[config.mk]
export PLATFORM = sky130hd
export DESIGN_NAME = swm_edge_monitor
export DESIGN_NICKNAME = d
export VERILOG_FILES = /design/src/rtl/swm_pkg.sv /design/src/rtl/swm_cfg_regs.sv /design/src/rtl/swm_edge_det.sv /design/src/rtl/swm_accum.sv /design/src/rtl/swm_classify.sv /design/src/rtl/swm_edge_monitor.sv
export SDC_FILE = /design/constraint.sdc
export NUM_CORES = 1
export LEC_CHECK = 0
export BUFFER_PORTS_ARGS = -buffer_cell sky130_fd_sc_hd__buf_2
export CAP_MARGIN = 20
export CORE_MARGIN = 2
export CORE_UTILIZATION = 54
export DETAILED_ROUTE_END_ITERATION = 8
export PLACE_DENSITY = 0.82
export SLEW_MARGIN = 20
export SYNTH_ARGS = -nofsm -noshare
export SYNTH_HDL_FRONTEND = slang
export SYNTH_SLANG_ARGS = --single-unit
[constraint.sdc]
create_clock -name clk -period 3.5 [get_ports clk]
set_input_delay 0.35 -clock clk [delete_from_list [all_inputs] [get_ports clk]]
set_output_delay 0.35 -clock clk [all_outputs]
set_load 0.02 [all_outputs]
[src/rtl/swm_pkg.sv]
package swm_pkg;
  typedef enum logic [1:0] {
    ST_VIOL = 2'b00,
    ST_LEAD = 2'b01,
    ST_LAG  = 2'b10,
    ST_BAD  = 2'b11
  } swm_state_e;

  localparam logic ADDR_POLL = 1'b0;
  localparam logic ADDR_RES  = 1'b1;
endpackage

[src/rtl/swm_cfg_regs.sv]
module swm_cfg_regs
  import swm_pkg::*;
#(
  parameter int CNT_W = 8,
  parameter int NPH   = 8,
  parameter int DW    = 8
) (
  input  logic             clk,
  input  logic             rst_n,
  input  logic             cfg_we_i,
  input  logic             cfg_addr_i,
  input  logic [CNT_W-1:0] cfg_wdata_i,
  input  logic [NPH-1:0]   res_q_i,
  output logic [CNT_W-1:0] poll_q_o,
  output logic             poll_we_o,
  output logic [DW-1:0]    cfg_rdata_o
);
  localparam logic [CNT_W-1:0] POLL_ONE = CNT_W'(1);

  logic [CNT_W-1:0] poll_q;
  logic [CNT_W-1:0] poll_d;

  // Only the poll-count address is writable; result writes fall away here.
  assign poll_we_o = cfg_we_i && (cfg_addr_i == ADDR_POLL);
  assign poll_d    = (cfg_wdata_i == '0) ? POLL_ONE : cfg_wdata_i;

  always_ff @(posedge clk or negedge rst_n) begin
    if (!rst_n) begin
      poll_q <= POLL_ONE;
    end else if (poll_we_o) begin
      poll_q <= poll_d;
    end
  end

  always_comb begin
    if (cfg_addr_i == ADDR_POLL) begin
      cfg_rdata_o = DW'(poll_q);
    end else begin
      cfg_rdata_o = DW'(res_q_i);
    end
  end

  assign poll_q_o = poll_q;
endmodule

[src/rtl/swm_edge_det.sv]
module swm_edge_det #(
  parameter int NPH = 8
) (
  input  logic           clk,
  input  logic           rst_n,
  input  logic           smp_valid_i,
  input  logic [NPH-1:0] smp_i,
  output logic           edge_o
);
  localparam int TOP = NPH - 1;

  logic top_prev_q;

  // Reset to 1 so a pulse already high at reset is not taken as an edge.
  always_ff @(posedge clk or negedge rst_n) begin
    if (!rst_n) begin
      top_prev_q <= 1'b1;
    end else if (smp_valid_i) begin
      top_prev_q <= smp_i[TOP];
    end
  end

  assign edge_o = smp_valid_i && smp_i[TOP] && !top_prev_q;
endmodule

[src/rtl/swm_accum.sv]
module swm_accum #(
  parameter int NPH   = 8,
  parameter int CNT_W = 8
) (
  input  logic             clk,
  input  logic             rst_n,
  input  logic             edge_i,
  input  logic [NPH-1:0]   smp_i,
  input  logic             restart_i,
  input  logic [CNT_W-1:0] poll_i,
  output logic [NPH-1:0]   res_q_o,
  output logic             res_valid_o
);
  localparam int CW1 = CNT_W + 1;

  logic [NPH-1:0]   acc_q;
  logic [CNT_W-1:0] cnt_q;
  logic [NPH-1:0]   res_q;
  logic             rv_q;
  logic [CW1-1:0]   cnt_inc;
  logic             last_edge;
  logic [NPH-1:0]   acc_or;

  assign cnt_inc   = {1'b0, cnt_q} + CW1'(1);
  assign last_edge = cnt_inc >= {1'b0, poll_i};
  assign acc_or    = acc_q | smp_i;

  always_ff @(posedge clk or negedge rst_n) begin
    if (!rst_n) begin
      acc_q <= '0;
      cnt_q <= '0;
      res_q <= '0;
      rv_q  <= 1'b0;
    end else begin
      rv_q <= 1'b0;
      if (restart_i) begin
        acc_q <= '0;
        cnt_q <= '0;
      end else if (edge_i) begin
        if (last_edge) begin
          res_q <= acc_or;
          rv_q  <= 1'b1;
          acc_q <= '0;
          cnt_q <= '0;
        end else begin
          acc_q <= acc_or;
          cnt_q <= cnt_inc[CNT_W-1:0];
        end
      end
    end
  end

  assign res_q_o     = res_q;
  assign res_valid_o = rv_q;
endmodule

[src/rtl/swm_classify.sv]
module swm_classify
  import swm_pkg::*;
#(
  parameter int NPH = 8
) (
  input  logic [NPH-1:0] res_i,
  output logic [1:0]     state_o
);
  logic [NPH-2:0] step_ok;
  logic           thermo;

  // Each step upward must never go from 1 back to 0.
  for (genvar g = 0; g < NPH - 1; g++) begin : g_step
    assign step_ok[g] = !res_i[g] || res_i[g+1];
  end

  assign thermo = &step_ok;

  always_comb begin
    if (res_i == '0) begin
      state_o = ST_LEAD;
    end else if (&res_i) begin
      state_o = ST_LAG;
    end else if (thermo) begin
      state_o = ST_VIOL;
    end else begin
      state_o = ST_BAD;
    end
  end
endmodule

[src/rtl/swm_edge_monitor.sv]
module swm_edge_monitor #(
  parameter int NPH   = 8,
  parameter int CNT_W = 8,
  localparam int DW   = (CNT_W > NPH) ? CNT_W : NPH
) (
  input  logic             clk,
  input  logic             rst_n,
  input  logic             smp_valid_i,
  input  logic [NPH-1:0]   smp_i,
  input  logic             cfg_we_i,
  input  logic             cfg_addr_i,
  input  logic [CNT_W-1:0] cfg_wdata_i,
  output logic [DW-1:0]    cfg_rdata_o,
  output logic             res_valid_o,
  output logic [NPH-1:0]   res_data_o,
  output logic [1:0]       res_state_o
);
  logic             edge_w;
  logic             poll_we;
  logic [CNT_W-1:0] poll_q;
  logic [NPH-1:0]   res_q;

  swm_cfg_regs #(.CNT_W(CNT_W), .NPH(NPH), .DW(DW)) u_cfg (
    .clk        (clk),
    .rst_n      (rst_n),
    .cfg_we_i   (cfg_we_i),
    .cfg_addr_i (cfg_addr_i),
    .cfg_wdata_i(cfg_wdata_i),
    .res_q_i    (res_q),
    .poll_q_o   (poll_q),
    .poll_we_o  (poll_we),
    .cfg_rdata_o(cfg_rdata_o)
  );

  swm_edge_det #(.NPH(NPH)) u_edge (
    .clk        (clk),
    .rst_n      (rst_n),
    .smp_valid_i(smp_valid_i),
    .smp_i      (smp_i),
    .edge_o     (edge_w)
  );

  swm_accum #(.NPH(NPH), .CNT_W(CNT_W)) u_acc (
    .clk        (clk),
    .rst_n      (rst_n),
    .edge_i     (edge_w),
    .smp_i      (smp_i),
    .restart_i  (poll_we),
    .poll_i     (poll_q),
    .res_q_o    (res_q),
    .res_valid_o(res_valid_o)
  );

  swm_classify #(.NPH(NPH)) u_cls (
    .res_i  (res_q),
    .state_o(res_state_o)
  );

  assign res_data_o = res_q;
endmodule

==> results of run 1 <==
final timing paths:
kind                                        start                end  slack, ns
worst max-delay path               u_acc.cnt_q[0]     u_acc.cnt_q[0]       0.61
worst min-delay path                        rst_n  u_cfg.poll_q_o[2]       0.05
worst max register to register     u_acc.cnt_q[0]     u_acc.cnt_q[0]       0.61
worst min register to register  u_edge.top_prev_q  u_edge.top_prev_q       0.50
max in group asynchronous                   rst_n     u_acc.acc_q[5]       2.97
min in group clk                      smp_valid_i  u_edge.top_prev_q       0.18
final cells by class:
| type | count | area (µm²) |
|---|---|---|
| Fill cell | 272 | 1136 |
| Clock buffer | 6 | 51.30 |
| Timing Repair Buffer | 40 | 202.7 |
| Multi-Input combinational cell | 145 | 1035 |
| Tap cell | 46 | 57.56 |
| Inverter | 11 | 41.29 |
| Sequential cell | 33 | 828.3 |
| Clock inverter | 2 | 37.54 |
logic make-up (layout without fill, tap and decap cells):
family	count (synthesis)	after routing	share of synthesized area
buffers and inverters	19	59	0.04311
multiplexers	2	2	0.01094
adder cells (fa/ha/maj)	9	9	0.05792
XOR/XNOR	6	6	0.02703
AND/OR/NAND/NOR	73	73	0.2111
flip-flops	33	33	0.4260
AO/OA/AOI/OAI	55	55	0.2239
where the power goes:
part | switching (W) | total, W | internal (W) | leakage (nW)
clock | 0.000132 | 0.000302 | 0.000170 | 0.0445
combinational | 0.000271 | 0.000459 | 0.000189 | 0.587
sequential | 0.000114 | 0.000568 | 0.000454 | 0.421
stage by stage:
| step | hold slack, ns | area, µm² | std cells | util | setup WS (ns) |
|---|---|---|---|---|---|
| 5_1_grt | 0.1123 | 2253 | 283 | 0.6648 | 0.4523 |
| 3_5_place_dp | 0.4432 | 2165 | 275 | 0.6386 | 0.6518 |
| 4_1_cts | 0.07501 | 2253 | 283 | 0.6648 | 0.5801 |
| 6_report | 0.04887 | 2253 | 283 | 0.6648 | 0.6076 |
| 3_3_place_gp | 0.4467 | 2165 | 275 | 0.6386 | 0.7592 |
| 2_1_floorplan | 0.05441 | 1944 | 197 | - | 0.8965 |
flip-flops by register name, indices dropped and copies added, names as in the netlist:
register	flops
u_cfg.poll_q_o	8
u_acc.res_valid_o	1
u_acc.acc_q	7
u_edge.top_prev_q	1
u_acc.cnt_q	8
u_acc.res_q_o	8
synthesized netlist by cell type (all sizes together):
| library cell | n | area share |
|---|---|---|
| a2111oi | 1 | 0.0045 |
| a21boi | 1 | 0.0097 |
| a21o | 2 | 0.0077 |
| a21oi | 15 | 0.050 |
| a221o | 1 | 0.0051 |
| a2bb2oi | 7 | 0.054 |
| and3 | 1 | 0.0058 |
| buf | 3 | 0.012 |
| clkbuf | 5 | 0.0097 |
| dfrtp | 31 | 0.40 |
| dfstp | 2 | 0.027 |
| ha | 9 | 0.058 |
| inv | 11 | 0.021 |
| mux2 | 1 | 0.0058 |
| mux2i | 1 | 0.0051 |
| nand2 | 26 | 0.054 |
| nand2b | 1 | 0.0032 |
| nand3 | 8 | 0.021 |
| nand4 | 3 | 0.013 |
| nor2 | 7 | 0.015 |
| nor2b | 3 | 0.0097 |
| nor3 | 18 | 0.069 |
| nor4 | 3 | 0.0097 |
| nor4b | 1 | 0.0045 |
| o211ai | 1 | 0.0039 |
| o21ai | 23 | 0.059 |
| o22ai | 1 | 0.0064 |
| o31ai | 1 | 0.0064 |
| o32ai | 2 | 0.017 |
| or2 | 1 | 0.0032 |
| or3 | 1 | 0.0032 |
| xnor2 | 3 | 0.014 |
| xor2 | 3 | 0.014 |
per-layer routing:
layer,share of wire,up-vias
met1,0.46,743
met3,0.061,10
met2,0.46,57
li1,-,786
met4,0.017,0
met5,0,-
==> results.md, run 1 <==
- Diode count: 0
- # clock sinks: 33
- Clock skew: around 0.0096 ns
- Total power: between 0.001 and 0.0015 W
- RD Place Congestion: between 0.8 and 0.9
- Max transition margin: 0.2569
- Hold Fails Final Rpt: 0
- Seq cells post-synth: 33
- Met3 Track Usage GR: 0.05282
- Max VDD drop: 0.0003552 V
- Met2 GRT Util: 0.3737
- Global-route wire length before repair: ~7300 µm
- CTS root buf: clkbuf_4
- Post-Route Setup TNS: 0 ns
- Proportion of layout cells with a drive suffix above 1: 0.3333
- Mapped Area: roughly 2000 µm²
- Status: complete, no violations
- Post-CTS setup buffers: 0
- CP most frequent cell: ha_1
- Worst setup SP type: flip-flop
- Area Growth Syn to Fin: 15.89%
- Crit-path max FO: 12
- Worst-path clk slew: approximately 0.1 ns
- Achievable Freq: 345.7 MHz
- Critical path class: reg -> reg
- Vias in the first global route: about 1600
- WP data arrival: 3.14 ns
- Commonest non-fill, non-tap cells in the layout: buf_2, dfrtp_1, nand2_1, o21ai_0, a21oi_1
- Fin crit share: 0.8264
- Unrepaired setup endpoints after global routing: false
- Max H-tree Level: 2
- Cells on worst reg2reg path: 10
- Hold_buf cts: 0
- Port bufs: 39
- Post-Syn Instances: about 200
- Gr busiest metal: met2
- Number of CTS-inserted buffers: 5
- Chip width: about 64 µm
- Met1 usage: 0.3047
- CP cell instances: ha_1 -> nand3_1 -> nor2_1 -> xor2_1 -> ha_1 -> a21o_1 -> a221o_1 -> a21oi_4 -> nand2_4 -> o31ai_2
- DRC violations left: 0
- Pleak: between 1 and 1.5 nW
- Total Routed Length: around 4200 µm
- CTS max path bufs: 2
- GR Util All Layers: 0.2307
- Initial antenna violation count: 0
- Register area share after synthesis: 0.4260
- # rows: 21
- CTS tree: built
- Most common cell after layout, fill and taps aside: buf_2
- Avg WL per Cell: between 10 and 15 µm
- Dpl hpwl: 3168 µm
- Full die area: 4097 µm²
- Ys Warns: 0
- Crit path capture type: flip-flop
- Pre-antenna DRT Iters: 4
- Final setup viols: 0
- Slew @ Worst Pin: approximately 1.1 ns
- I/O Pins: 40
- Clk_lat worst skew: about 0.34 ns
- Post-synthesis cell type count: 41
- Grt ovf: 0
- Post-route ant nets: 0
- Pwr dens: roughly 590 nW/µm²
- Post-synthesis net count: 227
- Data required time of the worst path: roughly 3.8 ns
- Stages on worst setup path: 10
- Type of the worst min-delay path: in -> async
- Largest delay contributor family on the critical path: compound AO/OA/AOI/OAI gates
- Initial Util: 0.5736
- Initial drt markers: 91
- Slowest stage delay, CP: approximately 0.44 ns
- Final min period: around 2.9 ns
- Die height: about 64 µm
- Pin count of the biggest net entering global routing: 34
- Maxcap violations: 0
- Syn_area_per_cell: ~9.9 µm²
- Nets: 266
- Slew Limit Fails: 0
- Post-cts sizing count: 0
- Slowest CP cell: dfrtp_1
- Core Area: roughly 3400 µm²
- WP buf/inv: 0
- Via count: 1596
- Vias per cell: approximately 5.6
Power figures use the tool's default switching activity.
==> run 2: changes to the inputs <==
- clock period: 3.5 -> 2.9 ns (I/O delays scaled with it)
==> results.md, run 2 (synthesized netlist as in run 1, its figures left out) <==
- Reg2Reg Setup Slack: 0.16 ns (was 0.61 ns)
- Cells on worst reg2reg path: 11 (was 10)
- Slew Limit Fails: 0 (unchanged)
- RD Place Congestion: 0.8412 (was 0.8401)
- Failing checks: negative hold slack
- Chip width: 64.01 µm (unchanged)
- WP data arrival: 2.97 ns (was 3.14 ns)
- Gr busiest metal: met2 (unchanged)
- Slowest stage delay, CP: 0.42 ns (was 0.44 ns)
- Status: finished with violations (was complete, no violations)
- Max VDD drop: 0.0005050 V (was 0.0003552 V)
- Final setup viols: 0 (unchanged)
- Met1 usage: 0.2960 (was 0.3047)
- Maxcap violations: 0 (unchanged)
- Clock skew: 0.007587 ns (was 0.009595 ns)
- Post-Route Setup TNS: 0 ns (unchanged)
- CP endpoint: u_acc.res_q_o[7] (was u_acc.cnt_q[0])
- # clock sinks: 33 (unchanged)
- Worst setup SP type: flip-flop (unchanged)
- Final min period: 2.739 ns (was 2.892 ns)
- Worst-path clk slew: 0.10 ns (about the same)
- FILL cells: 288 (was 272)
- Area Growth Syn to Fin: 16.15% (was 15.89%)
- Pwr dens: 664.5 nW/µm² (was 589.7 nW/µm²)
- Fin crit share: 0.9446 (was 0.8264)
- Placed insts: 276 (was 275)
- Nets: 270 (was 266)
- Pleak: 1.058 nW (was 1.053 nW)
- Hold slack: -0.006303 ns (was 0.04887 ns)
- Initial Util: 0.5736 (unchanged)
- Pre-antenna DRT Iters: 4 (unchanged)
- Post-route ant nets: 0 (unchanged)
- Global-route wire length before repair: 7010 µm (was 7307 µm)
- CTS max path bufs: 2 (unchanged)
- Core Area: 3390 µm² (unchanged)
- RR Startpoint: u_acc.cnt_q[0] (unchanged)
- Grt ovf: 0 (unchanged)
- Via count: 1614 (was 1596)
- DRC violations left: 0 (unchanged)
- CTS root buf: clkbuf_4 (unchanged)
- Critical path class: reg -> reg (unchanged)
- Largest delay contributor family on the critical path: compound AO/OA/AOI/OAI gates (unchanged)
- Commonest non-fill, non-tap cells in the layout: buf_2, dfrtp_1, nand2_1, o21ai_0, a21oi_1 (unchanged)
- Proportion of layout cells with a drive suffix above 1: 0.3485 (was 0.3333)
- Clk_lat worst skew: 0.34 ns (about the same)
- Max H-tree Level: 2 (unchanged)
- Crit path from: u_acc.cnt_q[0] (unchanged)
- Port bufs: 39 (unchanged)
- Type of the worst min-delay path: in -> async (unchanged)
- Slew @ Worst Pin: 0.7218 ns (was 1.110 ns)
- Hold_buf cts: 0 (unchanged)
- Diode count: 0 (unchanged)
- # rows: 21 (unchanged)
- Max transition margin: 0.5188 (was 0.2569)
- Die height: 64.01 µm (unchanged)
- CTS tree: built (unchanged)
- Stages on worst setup path: 11 (was 10)
- Avg WL per Cell: 14.48 µm (was 14.86 µm)
- Hold Fails Final Rpt: 6 (was 0)
- Most common cell after layout, fill and taps aside: buf_2 (unchanged)
- Slowest CP cell: dfrtp_2 (was dfrtp_1)
- RR Endpoint: u_acc.res_q_o[7] (was u_acc.cnt_q[0])
- Pin count of the biggest net entering global routing: 34 (unchanged)
- Total Routed Length: 4156 µm (was 4206 µm)
- Data required time of the worst path: 3.13 ns (was 3.75 ns)
- Number of CTS-inserted buffers: 5 (unchanged)
- Crit path capture type: flip-flop (unchanged)
- Achievable Freq: 365.1 MHz (was 345.7 MHz)
- Initial antenna violation count: 0 (unchanged)
- I/O Pins: 40 (unchanged)
- Post-Layout Cell Count: 287 (was 283)
- CP cell instances: ha_1 -> nand3_1 -> nor2_2 -> xor2_1 -> ha_1 -> a21o_1 -> a221o_1 -> a21oi_4 -> buf_4 -> a21oi_4 -> or2_1 (was ha_1 -> nand3_1 -> nor2_1 -> xor2_1 -> ha_1 -> a21o_1 -> a221o_1 -> a21oi_4 -> nand2_4 -> o31ai_2)
- Dpl hpwl: 3060 µm (was 3168 µm)
- Full die area: 4097 µm² (unchanged)
- Vias per cell: 5.624 (was 5.640)
- WP buf/inv: 1 (was 0)
- Crit-path max FO: 9 (was 12)
- GR Util All Layers: 0.2233 (was 0.2307)
- Vias in the first global route: 1529 (was 1583)
- Met2 GRT Util: 0.3555 (was 0.3737)
- Met3 Track Usage GR: 0.06866 (was 0.05282)
- Initial drt markers: 100 (was 91)
## run 2: cell types whose count changed in the layout (fill, tap and decap cells not counted)
cell / delta
clkinvlp_4: -1
dfrtp_1: -2
clkbuf_1: +2
dfrtp_2: +2
nor2_2: +1
buf_4: +4
bufinv_16: -1
nor2_1: -1
## run 2: power by group
group | switching, W | internal [W]
logic | 0.000318 | 0.000228
clock network | 0.000149 | 0.000120
registers | 0.000137 | 0.000549
## run 2: layer usage
layer | routed length (µm) | vias up
li1 | - | 793
met1 | 1960 | 762
met2 | 1870 | 53
met3 | 259 | 6
met4 | 65 | 0
met5 | 0 | -
## run 2: repair_timing
action	4_1_cts	5_1_grt
setup buffers	0	3
endpoints found under the setup margin	0	23
resized for setup	0	3
## run 2: worst min-delay path by stage
stage,start,end,slack [ns],depth (start not counted)
2_1_floorplan,rst_n,u_acc.acc_q[0],-0.006,0
3_5_place_dp,rst_n,u_cfg.poll_q_o[2],0.39,1
3_3_place_gp,rst_n,u_cfg.poll_q_o[2],0.38,1
4_1_cts,rst_n,u_acc.res_q_o[4],0.02,1
6_report,rst_n,u_cfg.poll_q_o[2],-0.006,1
5_1_grt,rst_n,u_cfg.poll_q_o[2],0.04,1
## run 2: per-stage QoR
stage | area [µm²] | hold WS [ns] | worst slack, ns | util | total power, W
after floorplan | 1944 | -0.005591 | 0.2965 | - | 0.001041
after global placement | 2172 | 0.3812 | 0.1667 | 0.6408 | 0.001226
final | 2258 | -0.006303 | 0.1607 | 0.6663 | 0.001501
after CTS | 2231 | 0.01747 | 0.02305 | 0.6582 | 0.001506
after global routing | 2258 | 0.04116 | -0.01589 | 0.6663 | 0.001599
after detailed placement | 2172 | 0.3887 | 0.06952 | 0.6408 | 0.001240
## run 2: final cells by class
type | instances | area [µm²] | share of cell area
clock buffer | 8 | 58.81 | 0.02604
inverter | 11 | 41.29 | 0.01828
multi-input combinational | 145 | 1037 | 0.4593
sequential | 33 | 830.8 | 0.3679
tap | 46 | 57.56 | 0.02548
timing repair buffer | 44 | 232.7 | 0.1030
## run 2: worst reg2reg max path, stage by stage, from the launching register on
cell and delay, ns:
dfrtp_2 0.42, ha_1 0.24, nand3_1 0.18, nor2_2 0.18, xor2_1 0.17, ha_1 0.26, a21o_1 0.16, a221o_1 0.38
a21oi_4 0.18, buf_4 0.15, a21oi_4 0.10, or2_1 0.23
==> run 3: changes to the inputs <==
- BUFFER_PORTS_ARGS: -buffer_cell sky130_fd_sc_hd__buf_2 -> -buffer_cell sky130_fd_sc_hd__buf_4
==> results.md, run 3 (synthesized netlist as in run 1, its figures left out) <==
- Status: complete, no violations (was finished with violations)
- DRC violations left: 0 (unchanged)
- Pre-antenna DRT Iters: 4 (unchanged)
- Core Area: 3390 µm² (unchanged)
- Commonest non-fill, non-tap cells in the layout: buf_4, dfrtp_1, nand2_1, o21ai_0, a21oi_1 (was buf_2, dfrtp_1, nand2_1, o21ai_0, a21oi_1)
- Reg2Reg Setup Slack: 0.20 ns (was 0.16 ns)
- Pin count of the biggest net entering global routing: 34 (unchanged)
- Pleak: 1.090 nW (was 1.058 nW)
- Vias per cell: 5.605 (was 5.624)
- Diode count: 0 (unchanged)
- Cells on worst reg2reg path: 10 (was 11)
- Fin crit share: 0.9302 (was 0.9446)
- Worst setup SP type: flip-flop (unchanged)
- Stages on worst setup path: 10 (was 11)
- Chip width: 64.01 µm (unchanged)
- Largest delay contributor family on the critical path: compound AO/OA/AOI/OAI gates (unchanged)
- Via count: 1603 (was 1614)
- Data required time of the worst path: 3.17 ns (was 3.13 ns)
- Dpl hpwl: 3193 µm (was 3060 µm)
- Initial drt markers: 89 (was 100)
- WP data arrival: 2.96 ns (was 2.97 ns)
- # clock sinks: 33 (unchanged)
- Grt ovf: 0 (unchanged)
- CP endpoint: u_acc.cnt_q[0] (was u_acc.res_q_o[7])
- Max VDD drop: 0.0004269 V (was 0.0005050 V)
- Hold slack: 0.09519 ns (was -0.006303 ns)
- Initial antenna violation count: 0 (unchanged)
- Met1 usage: 0.3208 (was 0.2960)
- Maxcap violations: 0 (unchanged)
- Pwr dens: 699.4 nW/µm² (was 664.5 nW/µm²)
- Clk_lat worst skew: 0.35 ns (was 0.34 ns)
- Crit path from: u_acc.cnt_q[1] (was u_acc.cnt_q[0])
- Max transition margin: 0.5587 (was 0.5188)
- Met2 GRT Util: 0.3685 (was 0.3555)
- Hold Fails Final Rpt: 0 (was 6)
- Type of the worst min-delay path: in -> reg (was in -> async)
- Post-layout util: 0.7014 (was 0.6663)
- Avg WL per Cell: 15.10 µm (was 14.48 µm)
- Post-route ant nets: 0 (unchanged)
- Gr busiest metal: met2 (unchanged)
- Clock skew: 0.005839 ns (was 0.007587 ns)
- Area Growth Syn to Fin: 22.27% (was 16.15%)
- GR Util All Layers: 0.2357 (was 0.2233)
- Slew @ Worst Pin: 0.6453 ns (was 0.7218 ns)
- Initial Util: 0.5736 (unchanged)
- CTS max path bufs: 2 (unchanged)
- Die height: 64.01 µm (unchanged)
- WP buf/inv: 0 (was 1)
- Achievable Freq: 370.7 MHz (was 365.1 MHz)
- RD Place Congestion: 0.8536 (was 0.8412)
- Port bufs: 39 (unchanged)
- Pre-CTS setup slack: 0.1021 ns (was 0.06952 ns)
- Global-route wire length before repair: 7362 µm (was 7010 µm)
- Post-Route Setup TNS: 0 ns (unchanged)
- Final setup viols: 0 (unchanged)
- CTS root buf: clkbuf_4 (unchanged)
- Met3 Track Usage GR: 0.04930 (was 0.06866)
- Number of CTS-inserted buffers: 5 (unchanged)
- Unrepaired setup endpoints after global routing: false
- CTS tree: built (unchanged)
- RR Endpoint: u_acc.cnt_q[0] (was u_acc.res_q_o[7])
- Nets: 269 (was 270)
- Full die area: 4097 µm² (unchanged)
- Proportion of layout cells with a drive suffix above 1: 0.3500 (was 0.3485)
- # rows: 21 (unchanged)
- Slowest CP cell: dfrtp_1 (was dfrtp_2)
- Worst-path clk slew: 0.11 ns (was 0.10 ns)
- Vias in the first global route: 1546 (was 1529)
- Final worst slack: 0.2023 ns (was 0.1607 ns)
- CP cell instances: ha_2 -> nand3_1 -> nor2_2 -> xor2_1 -> ha_1 -> a21o_1 -> a221o_1 -> a21oi_4 -> nand2_4 -> o31ai_2 (was ha_1 -> nand3_1 -> nor2_2 -> xor2_1 -> ha_1 -> a21o_1 -> a221o_1 -> a21oi_4 -> buf_4 -> a21oi_4 -> or2_1)
- Slowest stage delay, CP: 0.40 ns (was 0.42 ns)
- Crit path capture type: flip-flop (unchanged)
- RR Startpoint: u_acc.cnt_q[1] (was u_acc.cnt_q[0])
- Critical path class: reg -> reg (unchanged)
- Max H-tree Level: 2 (unchanged)
- Crit-path max FO: 12 (was 9)
- Final min period: 2.698 ns (was 2.739 ns)
- Most common cell after layout, fill and taps aside: buf_4 (was buf_2)
- I/O Pins: 40 (unchanged)
- Total Routed Length: 4318 µm (was 4156 µm)
- Slew Limit Fails: 0 (unchanged)
## run 3: per-layer routing
layer,share of wire,vias to the layer above,wire length [µm]
met1,0.46,755,1981
li1,-,785,-
met3,0.052,5,223
met4,0.017,0,73
met2,0.47,58,2040
met5,0,-,0
## run 3: through the flow
| step | power, W | area, µm² | cells |
|---|---|---|---|
| 2_1_floorplan | 0.001041 | 1944 | 197 |
| 3_3_place_gp | 0.001293 | 2270 | 276 |
| 3_5_place_dp | 0.001312 | 2270 | 276 |
| 4_1_cts | 0.001671 | 2364 | 285 |
| 5_1_grt | 0.001765 | 2377 | 286 |
| 6_report | 0.001663 | 2377 | 286 |
## run 3: area by class of cell
type / instances / area (µm²)
well taps: 46 / 57.56
inverters: 11 / 41.29
flip-flops and latches: 33 / 829.5
fillers: 273 / 1012
multi-input cells: 145 / 1040
clock inverters: 3 / 46.29
repair buffers: 43 / 325.3
clock buffers: 5 / 37.54
## run 3: power by group
group          switching [W]  internal (W)  total [W]
combinational       0.000327      0.000293   0.000620
clock               0.000173      0.000182   0.000355
sequential          0.000139      0.000548   0.000687
## run 3: worst reg2reg max path, stage by stage (launching register included)
cell     delay [ns]
dfrtp_1        0.40
ha_2           0.22
nand3_1        0.16
nor2_2         0.19
xor2_1         0.16
ha_1           0.26
a21o_1         0.17
a221o_1        0.38
a21oi_4        0.26
nand2_4        0.18
o31ai_2        0.23
## run 3: how the worst min path moves through the flow
stage	from	endpoint	slack, ns	cells after the start
floorplan	rst_n	u_acc.acc_q[0]	-0.006	0
global placement	rst_n	u_cfg.poll_q_o[1]	0.25	1
detailed placement	rst_n	u_cfg.poll_q_o[1]	0.26	1
CTS	smp_valid_i	u_edge.top_prev_q	0.08	2
global route	smp_valid_i	u_edge.top_prev_q	0.09	2
finish	smp_valid_i	u_edge.top_prev_q	0.1	2
## run 3: timing repair
item,CTS,global route
resized for setup,0,3
endpoints found under the hold margin,31,0
setup buffers,0,1
hold buffers,1,0
setup endpoints to repair,0,22
